--- src/rtl/ch_pkg.sv ---
package ch_pkg;
  localparam int WORD_W     = 32;
  localparam int DESC_WORDS = 8;
  localparam int IDX_W      = $clog2(DESC_WORDS);

  localparam int ST_BUSY = 0;
  localparam int ST_DONE = 1;
  localparam int ST_ERR  = 2;
  localparam int ST_OVR  = 3;

  typedef enum logic [2:0] {
    S_IDLE, S_DESC, S_EUREQ, S_PHASE, S_RD, S_WAIT, S_WB, S_REL
  } state_e;

  typedef enum logic [1:0] {PH_KEY, PH_IV, PH_DATA} phase_e;

  typedef struct packed {
    logic [7:0]        op;
    logic [3:0]        eu_type;
    logic [WORD_W-1:0] key_len;
    logic [WORD_W-1:0] key_ptr;
    logic [WORD_W-1:0] iv_len;
    logic [WORD_W-1:0] iv_ptr;
    logic [WORD_W-1:0] in_len;
    logic [WORD_W-1:0] in_ptr;
    logic [WORD_W-1:0] out_ptr;
  } desc_t;
endpackage

--- src/rtl/ch_desc_store.sv ---
module ch_desc_store
  import ch_pkg::*;
(
  input  logic              clk_i,
  input  logic              rst_ni,
  input  logic              wr_i,
  input  logic [IDX_W-1:0]  idx_i,
  input  logic [WORD_W-1:0] data_i,
  output desc_t             desc_o
);
  logic [11:0]       hdr_q;
  logic [WORD_W-1:0] w_q [1:DESC_WORDS-1];

  always_ff @(posedge clk_i or negedge rst_ni) begin
    if (!rst_ni)                       hdr_q <= '0;
    else if (wr_i && idx_i == '0)      hdr_q <= data_i[11:0];
  end

  for (genvar g = 1; g < DESC_WORDS; g++) begin : g_word
    always_ff @(posedge clk_i or negedge rst_ni) begin
      if (!rst_ni)                            w_q[g] <= '0;
      else if (wr_i && idx_i == IDX_W'(g))    w_q[g] <= data_i;
    end
  end

  always_comb begin
    desc_o.op      = hdr_q[7:0];
    desc_o.eu_type = hdr_q[11:8];
    desc_o.key_len = w_q[1];
    desc_o.key_ptr = w_q[2];
    desc_o.iv_len  = w_q[3];
    desc_o.iv_ptr  = w_q[4];
    desc_o.in_len  = w_q[5];
    desc_o.in_ptr  = w_q[6];
    desc_o.out_ptr = w_q[7];
  end
endmodule

--- src/rtl/ch_fifo.sv ---
module ch_fifo #(
  parameter int DW    = 32,
  parameter int DEPTH = 4
) (
  input  logic          clk_i,
  input  logic          rst_ni,
  input  logic          flush_i,
  input  logic          push_i,
  input  logic [DW-1:0] data_i,
  input  logic          pop_i,
  output logic          valid_o,
  output logic [DW-1:0] data_o
);
  localparam int PW = (DEPTH > 1) ? $clog2(DEPTH) : 1;

  logic [DW-1:0] mem_q [DEPTH];
  logic [PW-1:0] wp_q, rp_q;
  logic [PW:0]   cnt_q;
  logic          do_push, do_pop;

  assign do_push = push_i && (cnt_q < (PW+1)'(DEPTH));
  assign do_pop  = pop_i && (cnt_q != '0);
  assign valid_o = (cnt_q != '0);
  assign data_o  = mem_q[rp_q];

  always_ff @(posedge clk_i) begin
    if (do_push) mem_q[wp_q] <= data_i;
  end

  always_ff @(posedge clk_i or negedge rst_ni) begin
    if (!rst_ni) begin
      wp_q <= '0; rp_q <= '0; cnt_q <= '0;
    end else if (flush_i) begin
      wp_q <= '0; rp_q <= '0; cnt_q <= '0;
    end else begin
      if (do_push) wp_q <= (wp_q == PW'(DEPTH-1)) ? '0 : wp_q + 1'b1;
      if (do_pop)  rp_q <= (rp_q == PW'(DEPTH-1)) ? '0 : rp_q + 1'b1;
      cnt_q <= cnt_q + (PW+1)'(do_push) - (PW+1)'(do_pop);
    end
  end
endmodule

--- src/rtl/ch_eu_stub.sv ---
module ch_eu_stub
  import ch_pkg::*;
#(
  parameter int LATENCY = 3,
  parameter int DEPTH   = 4
) (
  input  logic              clk_i,
  input  logic              rst_ni,
  input  logic              flush_i,
  input  logic              push_i,
  input  phase_e            kind_i,
  input  logic [WORD_W-1:0] data_i,
  input  logic              pop_i,
  output logic              out_valid_o,
  output logic [WORD_W-1:0] out_data_o
);
  logic [LATENCY-1:0] v_q;
  logic [WORD_W-1:0]  d_q [LATENCY];

  // key and IV words are consumed; only data flows to the output side
  always_ff @(posedge clk_i or negedge rst_ni) begin
    if (!rst_ni) begin
      v_q[0] <= 1'b0;
      d_q[0] <= '0;
    end else begin
      v_q[0] <= !flush_i && push_i && (kind_i == PH_DATA);
      d_q[0] <= data_i;
    end
  end

  for (genvar g = 1; g < LATENCY; g++) begin : g_stage
    always_ff @(posedge clk_i or negedge rst_ni) begin
      if (!rst_ni) begin
        v_q[g] <= 1'b0;
        d_q[g] <= '0;
      end else begin
        v_q[g] <= !flush_i && v_q[g-1];
        d_q[g] <= d_q[g-1];
      end
    end
  end

  ch_fifo #(.DW(WORD_W), .DEPTH(DEPTH)) u_out_fifo (
    .clk_i   (clk_i),
    .rst_ni  (rst_ni),
    .flush_i (flush_i),
    .push_i  (v_q[LATENCY-1] && !flush_i),
    .data_i  (d_q[LATENCY-1]),
    .pop_i   (pop_i),
    .valid_o (out_valid_o),
    .data_o  (out_data_o)
  );
endmodule

--- src/rtl/chan_seq.sv ---
module chan_seq
  import ch_pkg::*;
#(
  parameter int EU_LATENCY = 3,
  parameter int OUT_DEPTH  = 4
) (
  input  logic              clk_i,
  input  logic              rst_ni,
  input  logic              fetch_we_i,
  input  logic [WORD_W-1:0] fetch_ptr_i,
  input  logic              stat_clr_i,
  output logic [3:0]        status_o,
  output logic              irq_o,
  output logic              mst_req_o,
  output logic              mst_we_o,
  output logic [WORD_W-1:0] mst_addr_o,
  output logic [WORD_W-1:0] mst_wdata_o,
  input  logic [WORD_W-1:0] mst_rdata_i,
  input  logic              mst_ack_i,
  input  logic              mst_err_i,
  output logic              eu_req_o,
  output logic [3:0]        eu_type_o,
  output logic [7:0]        eu_op_o,
  input  logic              eu_gnt_i,
  output logic              eu_rel_o
);
  localparam logic [WORD_W-1:0] STEP = WORD_W'(WORD_W / 8);

  state_e             state_q;
  phase_e             phase_q;
  logic [IDX_W-1:0]   idx_q;
  logic [WORD_W-1:0]  addr_q, wb_q, cnt_q;
  logic               held_q, abort_q, done_q, err_q, ovr_q;
  desc_t              desc;
  logic               xfer_ok, xfer_err, busy;
  logic               out_valid;
  logic [WORD_W-1:0]  out_data;

  assign busy      = (state_q != S_IDLE);
  assign mst_req_o = (state_q == S_DESC) || (state_q == S_RD) || (state_q == S_WB);
  assign mst_we_o  = (state_q == S_WB);
  assign mst_addr_o  = (state_q == S_WB) ? wb_q : addr_q;
  assign mst_wdata_o = out_data;
  assign xfer_ok   = mst_req_o && mst_ack_i && !mst_err_i;
  assign xfer_err  = mst_req_o && mst_err_i;

  assign eu_req_o  = (state_q == S_EUREQ);
  assign eu_type_o = desc.eu_type;
  assign eu_op_o   = desc.op;
  assign eu_rel_o  = (state_q == S_REL);

  assign status_o = {ovr_q, err_q, done_q, busy};
  assign irq_o    = done_q | err_q;

  ch_desc_store u_desc (
    .clk_i  (clk_i),
    .rst_ni (rst_ni),
    .wr_i   (xfer_ok && state_q == S_DESC),
    .idx_i  (idx_q),
    .data_i (mst_rdata_i),
    .desc_o (desc)
  );

  ch_eu_stub #(.LATENCY(EU_LATENCY), .DEPTH(OUT_DEPTH)) u_eu (
    .clk_i       (clk_i),
    .rst_ni      (rst_ni),
    .flush_i     (state_q == S_REL),
    .push_i      (xfer_ok && state_q == S_RD),
    .kind_i      (phase_q),
    .data_i      (mst_rdata_i),
    .pop_i       (xfer_ok && state_q == S_WB),
    .out_valid_o (out_valid),
    .out_data_o  (out_data)
  );

  always_ff @(posedge clk_i or negedge rst_ni) begin
    if (!rst_ni) begin
      state_q <= S_IDLE;
      phase_q <= PH_KEY;
      idx_q   <= '0;
      addr_q  <= '0;
      wb_q    <= '0;
      cnt_q   <= '0;
      held_q  <= 1'b0;
      abort_q <= 1'b0;
    end else begin
      if (xfer_err) begin
        abort_q <= 1'b1;
        state_q <= held_q ? S_REL : S_IDLE;
      end else begin
        unique case (state_q)
          S_IDLE: if (fetch_we_i) begin
            addr_q  <= fetch_ptr_i & ~WORD_W'(3);
            idx_q   <= '0;
            abort_q <= 1'b0;
            state_q <= S_DESC;
          end
          S_DESC: if (xfer_ok) begin
            addr_q <= addr_q + STEP;
            idx_q  <= idx_q + 1'b1;
            if (idx_q == IDX_W'(DESC_WORDS-1)) state_q <= S_EUREQ;
          end
          S_EUREQ: if (eu_gnt_i) begin
            held_q  <= 1'b1;
            phase_q <= PH_KEY;
            cnt_q   <= desc.key_len;
            addr_q  <= desc.key_ptr;
            wb_q    <= desc.out_ptr;
            state_q <= S_PHASE;
          end
          S_PHASE: begin
            if (cnt_q != '0) begin
              state_q <= S_RD;
            end else begin
              unique case (phase_q)
                PH_KEY: begin
                  phase_q <= PH_IV;
                  cnt_q   <= desc.iv_len;
                  addr_q  <= desc.iv_ptr;
                end
                PH_IV: begin
                  phase_q <= PH_DATA;
                  cnt_q   <= desc.in_len;
                  addr_q  <= desc.in_ptr;
                end
                default: state_q <= S_REL;
              endcase
            end
          end
          S_RD: if (xfer_ok) begin
            cnt_q   <= cnt_q - 1'b1;
            addr_q  <= addr_q + STEP;
            state_q <= (phase_q == PH_DATA) ? S_WAIT : S_PHASE;
          end
          S_WAIT: if (out_valid) state_q <= S_WB;
          S_WB: if (xfer_ok) begin
            wb_q    <= wb_q + STEP;
            state_q <= S_PHASE;
          end
          S_REL: begin
            held_q  <= 1'b0;
            state_q <= S_IDLE;
          end
          default: state_q <= S_IDLE;
        endcase
      end
    end
  end

  // sticky status: a set in the same cycle as a clear wins
  always_ff @(posedge clk_i or negedge rst_ni) begin
    if (!rst_ni) begin
      done_q <= 1'b0;
      err_q  <= 1'b0;
      ovr_q  <= 1'b0;
    end else begin
      if (stat_clr_i) begin
        done_q <= 1'b0;
        err_q  <= 1'b0;
        ovr_q  <= 1'b0;
      end
      if (fetch_we_i && busy)                  ovr_q  <= 1'b1;
      if (xfer_err)                            err_q  <= 1'b1;
      if (state_q == S_REL && !abort_q)        done_q <= 1'b1;
    end
  end
endmodule

--- config.mk ---
export PLATFORM = sky130hd
export DESIGN_NAME = chan_seq
export DESIGN_NICKNAME = d
export VERILOG_FILES = /design/src/rtl/ch_pkg.sv /design/src/rtl/ch_desc_store.sv /design/src/rtl/ch_fifo.sv /design/src/rtl/ch_eu_stub.sv /design/src/rtl/chan_seq.sv
export SDC_FILE = /design/constraint.sdc
export NUM_CORES = 1
export LEC_CHECK = 0
export BUFFER_PORTS_ARGS = -buffer_cell sky130_fd_sc_hd__buf_2
export CAP_MARGIN = 0
export CORE_MARGIN = 1.5
export CORE_UTILIZATION = 47
export DETAILED_ROUTE_END_ITERATION = 6
export PLACE_DENSITY = 0.71
export SYNTH_ARGS = -nofsm -noshare
export SYNTH_HDL_FRONTEND = slang
export SYNTH_SLANG_ARGS = --single-unit
--- constraint.sdc ---
create_clock -name clk_i -period 2.95 [get_ports clk_i]
set_input_delay 0.295 -clock clk_i [delete_from_list [all_inputs] [get_ports clk_i]]
set_output_delay 0.295 -clock clk_i [all_outputs]
set_load 0.01 [all_outputs]
==> results.toml <==
[timing]
finalCriticalPeriod_ps = 2810
timing.setup.tns_ps = 0
hold_viol = 0
slew_violations = 0
setup_slack_ps = 142
holdWs_ps = 23.2
worst_pin_slew_ps = 1050
slew_headroom_pct = 29.9
fin_skew_ps = 31.0
rsz0062_at_grt = "no"
fin_crit_sh_pct = 95.2
fmax_mhz = 356
setup_violations = 0

[clocking]
post-cts-setup-buffer-count = 0
root_buffer = "clkbuf_16"
cts_tree = "done"
cts_buffer_depth = 3
clk_latency_ps = 650
clock-sinks = 579
path_clk_slew_ps = 70
h-tree-depth = 2
cts_buffers = 58

[detailed_routing]
vias_per_cell = 5.90
vias = 17400
first_pass_iters = 7
drt_iter0_drc = 1669
final_antenna_net_count = 0
wl_um = 67300
drc = 12
wl_per_cell_um = 22.8

[placed_design]
routabilityCongestion = 0.974
post_dp_cell_area_um2 = 26500
io_buffers = 153
hpwl_um = 43800
pre_cts_slack_ps = 237

[floorplanning]
fp-row-count = 84
die_height_um = 233
core-area_um2 = 52300
die_width_um = 233
io_pins = 156
die-area_um2 = 54200
initial_utilization_pct = 47.4

[yosys]
ys.flop_type = "dfrtp_1"
synth-edff-count = 128
ys_seq_elements = 579
seq_area_frac_synth_pct = 61.0
synth_area_um2 = 24800
synthesis.nets = 2107
async_flop_share_pct = 77.9
synth.distinct_cells = 76
yosys_warnings = 0
synth_area_per_cell_um2 = 12.3
syn_inst = 2019

[worst_setup_path]
cp-end-kind = "flip-flop"
worstSetupPathType = "reg2reg"
worstRegToRegCells = 9
crit_required_ps = 3440
cp.arrival_ps = 3300
cp_max_fo = 29
cp-start-kind = "flip-flop"

[power_and_ir_drop]
power_density_nw_per_um2 = 910
p_leak_nw = 12.6
peakVddDrop_mv = 0.661

[grt]
grt_max_degree = 95
overflow = 0
grt_pass1_wl_um = 103000
grtUsageTotal_pct = 25.1
grt_pass1_vias = 17200
antenna_found_initial = 9

[final_layout]
final_net_count = 2301
final_layout_size_suffix_gt1_share_pct = 26.6
seq_area_um2 = 15100
fillCellCount = 4322
finalInstanceArea_um2 = 28900
multiInputGateArea_um2 = 9000
post-route-util_pct = 55.3
syn_to_final_growth_pct = 16.6

[hold_path]
hp-class = "in2reg"
hold-path-cell-count = 3

[status]
status = "finished with violations"
violations = "DRC"

[run]
cap_violations = 0
-- where the power goes --
part | internal (mW) | switching [mW]
sequential | 9.43 | 1.21
combinational | 3.20 | 4.91
clock | 4.38 | 3.21
-- worst max-delay path, cell delays in order (launching register included) --
cell	delay [ps]
dfrtp_1	420
inv_1	70
ha_1	200
or4b_1	570
nor2_1	190
nand2_1	190
o31a_1	370
buf_4	230
o31ai_1	310
o31ai_1	120
-- area by class of cell --
type,count,share of cell area [%]
Timing Repair Buffer,266,6.40
Clock buffer,79,5.43
Tap cell,688,2.97
Inverter,29,0.376
Sequential cell,579,52.3
Multi-Input combinational cell,1279,31.1
Clock inverter,29,1.41
Antenna cell,3,0.0259
-- stage by stage --
step                power [mW]  instances
finish                    26.3       2952
global route              27.7       2950
CTS                       26.4       2949
detailed placement        18.7       2796
global placement          18.4       2796
floorplan                 15.9       2019
-- metal layers --
layer	vias to the layer above	track usage [%]	routed length [um]
li1	7754	-	-
met1	8910	34.5	28500
met2	610	39.9	31900
met3	139	4.83	4490
met4	6	8.83	2470
met5	-	0	40
-- layout by cell type, fill, tap and decap left out, types with 37 or more instances in the layout --
cell and n:
mux2_2 241, a31oi_1 37, nor2_1 119, a21oi_1 91, nand2_1 256, clkbuf_16 58
dlygate4sd3_1 45, edfxtp_1 128, o21ai_0 126, dfrtp_1 449, buf_2 152, buf_4 58
nand3_1 50
-- cell usage after synthesis, types with 9 or more instances --
| master | n | share of area (%) |
|---|---|---|
| nand3_1 | 51 | 1.0 |
| nand2_1 | 256 | 3.9 |
| a221oi_1 | 23 | 0.81 |
| a211oi_1 | 14 | 0.42 |
| dfrtp_1 | 451 | 45 |
| edfxtp_1 | 128 | 15 |
| and2_1 | 12 | 0.30 |
| nor3_1 | 36 | 0.73 |
| mux2i_1 | 17 | 0.69 |
| mux4_2 | 33 | 3.0 |
| o21ai_0 | 126 | 2.5 |
| and3_1 | 17 | 0.43 |
| nor4_1 | 11 | 0.28 |
| nor2_1 | 120 | 1.8 |
| a31oi_1 | 37 | 0.93 |
| clkbuf_1 | 80 | 1.2 |
| mux2_2 | 241 | 11 |
| a21oi_1 | 91 | 1.8 |
| ha_1 | 16 | 0.81 |
| a2bb2oi_1 | 9 | 0.32 |
| o21ai_1 | 11 | 0.22 |
| buf_4 | 16 | 0.48 |
| inv_1 | 26 | 0.39 |
| nand4_1 | 10 | 0.25 |
| buf_1 | 25 | 0.38 |
| o22ai_1 | 16 | 0.40 |
-- timing repair --
action / in CTS / in global routing
endpoints found under the hold margin: 149 / 0
hold buffers: 45 / 0
endpoints found under the setup margin: 0 / 29
resized for setup: 0 / 1
-- logic make-up (layout without fill, tap and decap cells) --
logic type	count (synthesis)	after routing	synth area share (%)
AO/OA/AOI/OAI	409	409	10.4
XOR/XNOR	4	4	0.141
adder cells (fa/ha/maj)	17	17	0.887
buffers and inverters	161	403	2.88
flip-flops	579	579	61.0
multiplexers	291	291	14.6
other	0	3	0
AND/OR/NAND/NOR	558	558	10.1
-- registers in the layout, indices dropped and copies added (netlist names), 3 cells and up --
signal and cells:
addr_q 32, cnt_q 32, idx_q 3, u_desc.desc_o 224, u_eu.u_out_fifo.mem_q 128, u_eu.u_out_fifo.cnt_q 3
u_eu.d_q 96, wb_q 32, state_q 3, u_desc.hdr_q 12, u_eu.v_q 3
-- worst paths after layout --
kind                                   startpoint                        endpoint  slack [ps]
min                               fetch_ptr_i[11]          addr_q[11]$_DFFE_PN0P_          20
max reg2reg                  cnt_q[1]$_DFFE_PN0P_           cnt_q[21]$_DFFE_PN0P_         140
min in group asynchronous                  rst_ni            wb_q[23]$_DFFE_PN0P_         180
max                          cnt_q[1]$_DFFE_PN0P_           cnt_q[21]$_DFFE_PN0P_         140
min reg2reg                u_eu.d_q[55]$_DFF_PN0_          u_eu.d_q[23]$_DFF_PN0_         340
max in group asynchronous                  rst_ni  u_desc.desc_o[188]$_DFFE_PN0P_        1840
Power figures use the tool's default switching activity.
